--- src/rtl/slot_sched_pkg.sv ---
package slot_sched_pkg;
  localparam int ADDR_W = 2;
  localparam logic [ADDR_W-1:0] A_ISSUE = 2'd0;
  localparam logic [ADDR_W-1:0] A_CMD   = 2'd1;
  localparam logic [ADDR_W-1:0] A_SCTL  = 2'd2;
  localparam int B_START  = 0;
  localparam int B_RXEN   = 1;
  localparam int B_RXRUN  = 2;
  localparam int B_LSTRUN = 3;
  localparam int DET_W    = 4;
  typedef enum logic [1:0] {S_IDLE, S_OFFER, S_WAIT} disp_st_e;
endpackage

--- src/rtl/slot_pick.sv ---
module slot_pick #(
  parameter int N  = 32,
  parameter int SW = $clog2(N)
) (
  input  logic [N-1:0]  req,
  output logic          any,
  output logic [SW-1:0] idx
);
  always_comb begin
    any = |req;
    idx = '0;
    for (int i = N - 1; i >= 0; i--) begin
      if (req[i]) idx = SW'(i);
    end
  end
endmodule

--- src/rtl/sched_port_ctl.sv ---
module sched_port_ctl
  import slot_sched_pkg::*;
(
  input  logic              clk,
  input  logic              rst_n,
  input  logic              we,
  input  logic [ADDR_W-1:0] addr,
  input  logic [DET_W-1:0]  wdata,
  output logic              start,
  output logic              rx_en,
  output logic              list_run,
  output logic              rx_run,
  output logic [DET_W-1:0]  detect,
  output logic              init_pulse,
  output logic              port_rst
);
  logic armed_q;
  logic cmd_wr;

  assign cmd_wr   = we && (addr == A_CMD);
  assign port_rst = we && (addr == A_SCTL) && (detect == DET_W'(1)) && (wdata == '0);

  always_ff @(posedge clk) begin
    if (!rst_n) begin
      start      <= 1'b0;
      rx_en      <= 1'b0;
      list_run   <= 1'b0;
      rx_run     <= 1'b0;
      detect     <= '0;
      init_pulse <= 1'b0;
      armed_q    <= 1'b1;
    end else begin
      init_pulse <= 1'b0;
      if (cmd_wr) begin
        start    <= wdata[B_START];
        rx_en    <= wdata[B_RXEN];
        list_run <= wdata[B_START];
        rx_run   <= wdata[B_RXEN];
        if (wdata[B_RXEN] && armed_q) begin
          init_pulse <= 1'b1;
          armed_q    <= 1'b0;
        end
      end
      if (we && (addr == A_SCTL)) detect <= wdata;
      if (port_rst) armed_q <= 1'b1;
    end
  end

  // the request lasts one cycle only
  p_oneshot_width_r9: assert property (@(posedge clk) disable iff (!rst_n)
    init_pulse |=> !init_pulse);
  // a pulse needs the arm flag in the cycle before
  p_oneshot_armed_r9: assert property (@(posedge clk) disable iff (!rst_n)
    $rose(init_pulse) |-> $past(armed_q));
  // running bits track the written control bits
  p_run_follow_r8: assert property (@(posedge clk) disable iff (!rst_n)
    cmd_wr |=> (list_run == start) && (rx_run == rx_en));
endmodule

--- src/rtl/dispatch_fsm.sv ---
module dispatch_fsm
  import slot_sched_pkg::*;
#(
  parameter int N  = 32,
  parameter int SW = $clog2(N)
) (
  input  logic          clk,
  input  logic          rst_n,
  input  logic          port_rst,
  input  logic          go,
  input  logic          eng_idle,
  input  logic          pick_any,
  input  logic [SW-1:0] pick_idx,
  input  logic          disp_ready,
  input  logic          cmp_valid,
  input  logic          cmp_defer,
  output logic          disp_valid,
  output logic [SW-1:0] disp_slot,
  output logic [N-1:0]  clr_mask
);
  localparam logic [N-1:0] ONE = {{(N-1){1'b0}}, 1'b1};

  disp_st_e      st_q;
  logic [SW-1:0] slot_q;
  logic          occ_q;
  logic [SW-1:0] bidx_q;

  assign disp_valid = (st_q == S_OFFER);
  assign disp_slot  = slot_q;

  always_comb begin
    clr_mask = '0;
    if ((st_q == S_WAIT) && cmp_valid && !cmp_defer) clr_mask = clr_mask | (ONE << slot_q);
    if (occ_q && eng_idle) clr_mask = clr_mask | (ONE << bidx_q);
  end

  always_ff @(posedge clk) begin
    if (!rst_n) begin
      st_q   <= S_IDLE;
      slot_q <= '0;
      occ_q  <= 1'b0;
      bidx_q <= '0;
    end else if (port_rst) begin
      st_q  <= S_IDLE;
      occ_q <= 1'b0;
    end else begin
      unique case (st_q)
        S_IDLE: if (go && pick_any && !occ_q) begin
          st_q   <= S_OFFER;
          slot_q <= pick_idx;
        end
        S_OFFER: if (disp_ready) st_q <= S_WAIT;
        S_WAIT: if (cmp_valid) begin
          st_q <= S_IDLE;
          if (cmp_defer) begin
            occ_q  <= 1'b1;
            bidx_q <= slot_q;
          end
        end
        default: st_q <= S_IDLE;
      endcase
      if (occ_q && eng_idle) occ_q <= 1'b0;
    end
  end

  // an unaccepted offer holds its slot
  p_hold_offer_r5: assert property (@(posedge clk) disable iff (!rst_n)
    (disp_valid && !disp_ready && !port_rst) |=> (disp_valid && $stable(disp_slot)));
  // a fresh offer needs start set and the engine idle
  p_offer_gated_r3: assert property (@(posedge clk) disable iff (!rst_n)
    $rose(disp_valid) |-> $past(go));
  // a recorded busy slot blocks new offers
  p_busy_blocks_r7: assert property (@(posedge clk) disable iff (!rst_n)
    (occ_q && !port_rst) |=> !$rose(disp_valid));
endmodule

--- src/rtl/slot_issue_sched.sv ---
module slot_issue_sched
  import slot_sched_pkg::*;
#(
  parameter int NSLOTS = 32,
  parameter int DW     = 32,
  localparam int SW    = $clog2(NSLOTS)
) (
  input  logic              clk,
  input  logic              rst_n,
  input  logic              reg_we,
  input  logic [ADDR_W-1:0] reg_addr,
  input  logic [DW-1:0]     reg_wdata,
  output logic [DW-1:0]     reg_rdata,
  input  logic              eng_busy,
  input  logic              eng_drq,
  output logic              disp_valid,
  output logic [SW-1:0]     disp_slot,
  input  logic              disp_ready,
  input  logic              cmp_valid,
  input  logic              cmp_defer,
  output logic              init_pulse
);
  logic [NSLOTS-1:0] pending_q;
  logic [NSLOTS-1:0] clr_mask;
  logic [NSLOTS-1:0] set_mask;
  logic              issue_wr;
  logic              start, rx_en, list_run, rx_run, port_rst;
  logic [DET_W-1:0]  detect;
  logic              pick_any;
  logic [SW-1:0]     pick_idx;
  logic              eng_idle;

  assign issue_wr = reg_we && (reg_addr == A_ISSUE);
  assign set_mask = issue_wr ? reg_wdata[NSLOTS-1:0] : '0;
  assign eng_idle = !eng_busy && !eng_drq;

  always_ff @(posedge clk) begin
    if (!rst_n) pending_q <= '0;
    else        pending_q <= (pending_q & ~clr_mask) | set_mask;
  end

  sched_port_ctl u_ctl (
    .clk(clk), .rst_n(rst_n), .we(reg_we), .addr(reg_addr),
    .wdata(reg_wdata[DET_W-1:0]), .start(start), .rx_en(rx_en),
    .list_run(list_run), .rx_run(rx_run), .detect(detect),
    .init_pulse(init_pulse), .port_rst(port_rst)
  );

  slot_pick #(.N(NSLOTS), .SW(SW)) u_pick (
    .req(pending_q), .any(pick_any), .idx(pick_idx)
  );

  dispatch_fsm #(.N(NSLOTS), .SW(SW)) u_fsm (
    .clk(clk), .rst_n(rst_n), .port_rst(port_rst), .go(start && eng_idle),
    .eng_idle(eng_idle), .pick_any(pick_any), .pick_idx(pick_idx),
    .disp_ready(disp_ready), .cmp_valid(cmp_valid), .cmp_defer(cmp_defer),
    .disp_valid(disp_valid), .disp_slot(disp_slot), .clr_mask(clr_mask)
  );

  always_comb begin
    reg_rdata = '0;
    unique case (reg_addr)
      A_ISSUE: reg_rdata[NSLOTS-1:0] = pending_q;
      A_CMD: begin
        reg_rdata[B_START]  = start;
        reg_rdata[B_RXEN]   = rx_en;
        reg_rdata[B_RXRUN]  = rx_run;
        reg_rdata[B_LSTRUN] = list_run;
      end
      A_SCTL: reg_rdata[DET_W-1:0] = detect;
      default: reg_rdata = '0;
    endcase
  end

  // a pending bit only drops through a retire
  p_or_only_r1: assert property (@(posedge clk) disable iff (!rst_n)
    (($past(pending_q) & ~pending_q & ~$past(clr_mask)) == '0));
  // a fresh offer is the lowest slot pending one cycle earlier
  p_lowest_first_r2: assert property (@(posedge clk) disable iff (!rst_n)
    $rose(disp_valid) |->
      ((($past(pending_q) >> disp_slot) & NSLOTS'(1)) == NSLOTS'(1)) &&
      (($past(pending_q) & ((NSLOTS'(1) << disp_slot) - NSLOTS'(1))) == '0));
endmodule

--- config.mk ---
export PLATFORM = sky130hd
export DESIGN_NAME = slot_issue_sched
export DESIGN_NICKNAME = d
export VERILOG_FILES = /design/src/rtl/slot_sched_pkg.sv /design/src/rtl/slot_pick.sv /design/src/rtl/sched_port_ctl.sv /design/src/rtl/dispatch_fsm.sv /design/src/rtl/slot_issue_sched.sv
export SDC_FILE = /design/constraint.sdc
export NUM_CORES = 1
export LEC_CHECK = 0
export ABC_CLOCK_PERIOD_IN_PS = 2000
export CAP_MARGIN = 0
export CELL_PAD_IN_SITES_DETAIL_PLACEMENT = 1
export CELL_PAD_IN_SITES_GLOBAL_PLACEMENT = 2
export CORE_UTILIZATION = 25
export CTS_CLUSTER_SIZE = 8
export DETAILED_ROUTE_END_ITERATION = 7
export PLACE_DENSITY = 0.73
export SYNTH_ARGS = -nofsm -noshare
export SYNTH_HDL_FRONTEND = slang
export SYNTH_SLANG_ARGS = --single-unit
--- constraint.sdc ---
create_clock -name clk -period 2 [get_ports clk]
set_clock_uncertainty 0.2 [all_clocks]
set_input_delay 0.3 -clock clk [delete_from_list [all_inputs] [get_ports clk]]
set_output_delay 0.3 -clock clk [all_outputs]
set_load 0.02 [all_outputs]
# Yosys cells after proc, flatten, opt, wreduce, memory -nomap -nowiden
# Index checks and enable logic that the tools add are counted.
[word_totals]
reg_bits = 53
in_bits = 42
wordCells = 97
[op_classes]
eq_ne = 8
shifts = 2
n_mux = 42
bitwise = 6
reduce_logical = 29
[ops]
columns = ["operator", "n"]
rows = [
  ["two-way mux 5 bit", 32],
  ["two-way mux 32 bit", 3],
  ["OR 32 bit", 2],
  ["left shift 1 x 5 -> 32 bit (first input constant)", 2],
  ["bitwise AND 32 bit", 1],
  ["inverter 32 bit", 1],
  ["OR reduction 32 bit", 1],
  ["two-way mux 28 bit", 1],
  ["logical AND 1 bit", 13],
  ["one-hot mux 4 bit (3 select lines)", 1],
  ["AND reduction 3 bit", 3],
  ["two-way mux 2 bit", 3],
  ["one-hot mux 2 bit (3 select lines)", 1],
  ["== test 2 x 1 -> 1 bit (second input constant)", 2],
  ["== test 2 bit (second input constant)", 2],
  ["== test 4 x 1 -> 1 bit (second input constant)", 1],
  ["logical NOT 1 bit", 4],
  ["logical NOT 2 bit", 2],
  ["logical NOT 4 bit", 1],
  ["!= test 2 x 1 -> 1 bit (second input constant)", 2],
  ["AND reduction 2 bit", 2],
  ["AND reduction 4 bit", 1],
  ["OR reduction 3 bit", 1],
  ["!= test 2 bit (second input constant)", 1],
  ["other kinds (3)", 4],
]

# Logic depth before layout (Yosys ltp)
[logic_depth]
word_depth = 32
depth_mapped = 7
ltp_nobuf = 5

# Cells and area by module
# From an unflattened synthesis, not the netlist that was laid out.
[unflattened]
hier_cells = 372
area_unflattened_um2 = 3135.5
[modules_own_cells]
columns = ["module", "n_inst", "cells_each", "area_each_um2", "seq_area_each_um2"]
rows = [
  ["slot_issue_sched", 1, 148, 1441.4, 640.6],
  ["dispatch_fsm", 1, 127, 957.2, 260.2],
  ["slot_pick", 1, 65, 385.4, 0.0],
  ["sched_port_ctl", 1, 32, 351.6, 160.2],
]

# Worst setup path after synthesis
# OpenSTA, ideal clock, no wires.
[synth_timing]
path_kind = "reg2reg"
startpoint = "register u_fsm.slot_q[3] (netlist: u_fsm.disp_slot[3])"
endpoint = "register pending_q[8]"
setup_ns = 0.136
t_arrival_ns = 1.660
required_time_ns = 1.664
setup_slack_ns = 0.003
path_stages_with_launch = 6
n_path_buf = 1
cell_sequence = "dfxtp_1 > clkbuf_1 > inv_1 > or4_1 > o311ai_0 > a21boi_0"
[synth_between]
elab_chain_cells = 7
[synth_lines]
columns = ["element", "line", "rtl"]
rows = [
  ["from (decl)", "dispatch_fsm.sv:24", "logic [SW-1:0] slot_q;"],
  ["from (signal assigned)", "dispatch_fsm.sv:50", "slot_q <= pick_idx;"],
  ["left shift 1 x 5 -> 32 bit *", "dispatch_fsm.sv:33", "if ((st_q == S_WAIT) && cmp_valid && !cmp_defer) clr_mask = clr_mask | (ONE << slot_q);"],
  ["two-way mux 32 bit *", "dispatch_fsm.sv:33", ""],
  ["OR 32 bit", "dispatch_fsm.sv:34", "if (occ_q && eng_idle) clr_mask = clr_mask | (ONE << bidx_q);"],
  ["two-way mux 32 bit *", "dispatch_fsm.sv:34", ""],
  ["inverter 32 bit *", "slot_issue_sched.sv:39", "else pending_q <= (pending_q & ~clr_mask) | set_mask;"],
  ["bitwise AND 32 bit *", "slot_issue_sched.sv:39", ""],
  ["OR 32 bit *", "slot_issue_sched.sv:39", ""],
  ["to (signal assigned)", "slot_issue_sched.sv:39", ""],
  ["to (decl)", "slot_issue_sched.sv:23", "logic [NSLOTS-1:0] pending_q;"],
]
# Mark *: on every way between the ends. The rest lies on a longest branch, timed or not.
# A chain may end at the register's enable or synchronous reset.

# Final worst setup path
[layout_timing]
startpoint = "register pending_q[7]"
endpoint = "register u_fsm.st_q[0]"
[layout_between]
elab_chain_cells = 5
[layout_lines]
columns = ["element", "line", "rtl"]
rows = [
  ["OR reduction 32 bit", "slot_pick.sv:10", "any = |req;"],
  ["logical AND 1 bit (2 in a row)", "dispatch_fsm.sv:48", "S_IDLE: if (go && pick_any && !occ_q) begin"],
  ["!= test 2 x 1 -> 1 bit (no source line)", "n/a", ""],
  ["AND reduction 3 bit (no source line)", "n/a", ""],
  ["to (signal assigned)", "dispatch_fsm.sv:49", "st_q <= S_OFFER;"],
  ["to (signal assigned)", "dispatch_fsm.sv:52", "S_OFFER: if (disp_ready) st_q <= S_WAIT;"],
  ["to (signal assigned)", "dispatch_fsm.sv:54", "st_q <= S_IDLE;"],
  ["to (decl)", "dispatch_fsm.sv:23", "disp_st_e st_q;"],
]
# No other way between the ends.

==> summary.md <==
| Metric | Value |
|---|---|
| Pwr per Cell Area | `546 nW/um^2` |
| Clk sinks | `53` |
| Per-cell routed wire length | `18.0 um` |
| Commonest non-fill, non-tap cell in the layout | `buf_4` |
| Longest Clk Path Bufs | `2` |
| Max Cap Violations | `0` |
| Final setup viols | `1` |
| Hold Vio Cnt, Final | `0` |
| Synth Instances | `385` |
| Total placed cells including tap cells | `693` |
| Routed Antenna Nets | `0` |
| Maximum vdd ir drop | `0.308 mV` |
| Avg Cell Area, Syn | `8.22 um^2` |
| Worst setup EP type | `register` |
| Flop pwr share | `39.6%` |
| CP Class | `reg2reg` |
| Status | `finished with violations` |
| Ys async rst share | `0%` |
| Top_reg_cell synth | `dfxtp_1` |
| Min-delay worst type | `reg2reg` |
| Unrepaired setup endpoints after global routing | `yes` |
| First DRT Iteration DRCs | `147` |
| Rel. slew slack | `65.0%` |
| # IOs | `81` |
| Sw Share | `24.4%` |
| Via count | `3630` |
| P_int | `2.10 mW` |
| Startpoint Class | `register` |
| EDFF count, synth | `0` |
| Most frequent cells in the layout | `buf_4, dfxtp_1, nand2_1` |
| Cell Area, Synth | `3160 um^2` |
| Worst skew pair latency | `0.30 ns` |
| # fillers | `1450` |
| Area Growth Syn to Fin | `60.8%` |
| Hold-fix buffers at CTS | `0` |
| CTS tree | `built` |
| Failing checks | `negative setup slack` |
| Comb power frac | `20.1%` |
| Die area | `13100 um^2` |
| Buffers and inverters on the worst path | `1` |
| Slew Limit Fails | `0` |
| Delay of the slowest critical-path stage | `0.59 ns` |
| Fmax | `0.494 GHz` |
| Share of cells above drive strength 1 | `28.8%` |
| Grt ovf | `0` |
| Vias in the first global route | `3719` |
| Cells along the critical path | `or4_1 > and4bb_2 > buf_4 > a21oi_1 > a21oi_1 > nor2_1` |
| Post-layout net count | `580` |
| Clk root buf | `clkbuf_16` |
| Final WS setup | `-0.0263 ns` |
| Seq cells post-synth | `53` |
| CP top delay family | `simple AND/OR/NAND/NOR gates` |
| GRT Resource Usage Total | `19.6%` |
| Initial Util | `26.0%` |
| TritonCTS buffer count | `5` |
| Vias per cell | `5.13` |
| P_leak | `1.93 nW` |
| Final period utilization | `101%` |
| Minimum clock period | `2.03 ns` |
| Die X | `115 um` |
| Clock share of power | `40.3%` |
| Die extent in y | `115 um` |
| Finished Layout Cells | `707` |
| YS warnings | `0` |
| Sequential element share of the synthesized area | `33.5%` |
| ANT cells | `0` |
| Total core area | `12200 um^2` |
| First-pass GRT wire length | `19900 um` |
| Port buffer count | `80` |
| Hpwl dp | `9760 um` |
| Slew @ Worst Pin | `0.525 ns` |
| WL final | `12800 um` |
| Yosys cell types | `54` |
| Fin util | `41.8%` |
| H-tree Lvls | `2` |
| Worst EP required | `1.99 ns` |
| Arr. time, crit path | `2.01 ns` |
| GP Congestion | `0.829` |
| Num rows | `40` |
| DRC viols | `0` |
| Clock transition at path regs | `0.07 ns` |
| Largest net degree at the start of global routing | `31` |
| Crit Path Max Fanout | `3` |
| Slowest CP cell | `or4_1` |
| Initial antenna violation count | `0` |
| Syn nets | `427` |
| Most common cell on crit path | `a21oi_1` |
| First-pass DRT Iterations | `4` |
| Switch Pwr | `679 uW` |
[synthesized netlist by cell type, types with 8 or more instances]
| library cell | n | share of area [%] |
|---|---|---|
| and2_1 | 25 | 4.9 |
| o221ai_1 | 19 | 5.3 |
| clkbuf_1 | 19 | 2.3 |
| nor2b_1 | 29 | 5.7 |
| nor2_1 | 19 | 2.3 |
| a32oi_1 | 8 | 2.2 |
| dfxtp_1 | 53 | 34 |
| nand3_1 | 12 | 1.9 |
| nor3_1 | 8 | 1.3 |
| inv_1 | 9 | 1.1 |
| a21boi_0 | 26 | 6.2 |
| nor4_1 | 11 | 2.2 |
| mux2i_1 | 15 | 4.7 |
| nand2_1 | 49 | 5.8 |
[sequential cells by signal, summed over array words and instances (netlist names)]
register and cells:
pending_q 32, u_fsm.st_q 2, u_ctl.init_pulse 1, u_fsm.occ_q 1, u_ctl.armed_q 1, u_ctl.rx_en 1
u_ctl.detect 4, u_fsm.bidx_q 5, u_ctl.start 1, u_fsm.disp_slot 5
[per-stage QoR]
stage / worst slack [ns] / total power [mW] / setup TNS, ns / hold WS, ns / cell area, um^2
6_report: -0.0263 / 2.78 / -0.0263 / 0.243 / 5090
5_1_grt: -0.0998 / 2.88 / -0.278 / 0.287 / 5090
4_1_cts: -0.0453 / 2.79 / -0.141 / 0.242 / 5010
3_5_place_dp: -0.521 / 1.65 / -25.07 / 0.231 / 4730
3_3_place_gp: -0.522 / 1.64 / -24.11 / 0.221 / 4730
2_1_floorplan: 0.00349 / 1.35 / 0 / 0.210 / 3160
[metal layers]
metal,up-vias,share of wire (%),track usage [%]
li1,1735,-,-
met1,1757,46,26.0
met2,124,47,33.8
met3,14,5.6,2.65
met4,0,1.5,4.42
met5,-,0,0
[worst register-to-register path: stages (launching register included)]
cell and delay, ns:
dfxtp_1 0.32, or4_1 0.59, and4bb_2 0.43, buf_4 0.15
a21oi_1 0.06, a21oi_1 0.12, nor2_1 0.06
[cell families (layout without fill, tap and decap cells)]
kind of cell           Yosys count  in the layout  synth area share (%)
AO/OA/AOI/OAI                   98             99                  24.2
flip-flops                      53             53                  33.5
buffers and inverters           32            185                  3.88
AND/OR/NAND/NOR                187            187                  33.6
multiplexers                    15             15                  4.74
[final timing paths]
kind | end | slack, ns | from | cells past startpoint
hold / removal | u_ctl.init_pulse | 0.24 | u_ctl.armed_q | 2
setup / recovery | u_fsm.st_q[0] | -0.03 | pending_q[7] | 6
setup reg to reg | u_fsm.st_q[0] | -0.03 | pending_q[7] | 6
hold reg to reg | u_ctl.init_pulse | 0.24 | u_ctl.armed_q | 2
[final cells by class]
class	instances	area (um^2)	area share [%]
clock buffer	5	125	2.46
clock inverter	3	65.1	1.28
inverter	9	33.8	0.664
multi-input combinational	301	2140	42.0
sequential	53	1060	20.9
tap	168	210	4.13
timing repair buffer	168	1460	28.6
[power by group through the flow]
stage          combinational, mW  sequential, mW  clock [mW]
5_1_grt                    0.599            1.10        1.18
3_5_place_dp               0.521            1.13           0
6_report                   0.559            1.10        1.12
2_1_floorplan              0.217            1.13           0
3_3_place_gp               0.514            1.12           0
4_1_cts                    0.543            1.10        1.14
[timing repair]
action                     in CTS  in global routing
setup endpoints to repair      49                 52
setup buffers                   1                  3
resized for setup              92                 39
pin swaps                       5                  8
gates cloned                    1                  1
Note: power is estimated with default switching activity, not from simulation.
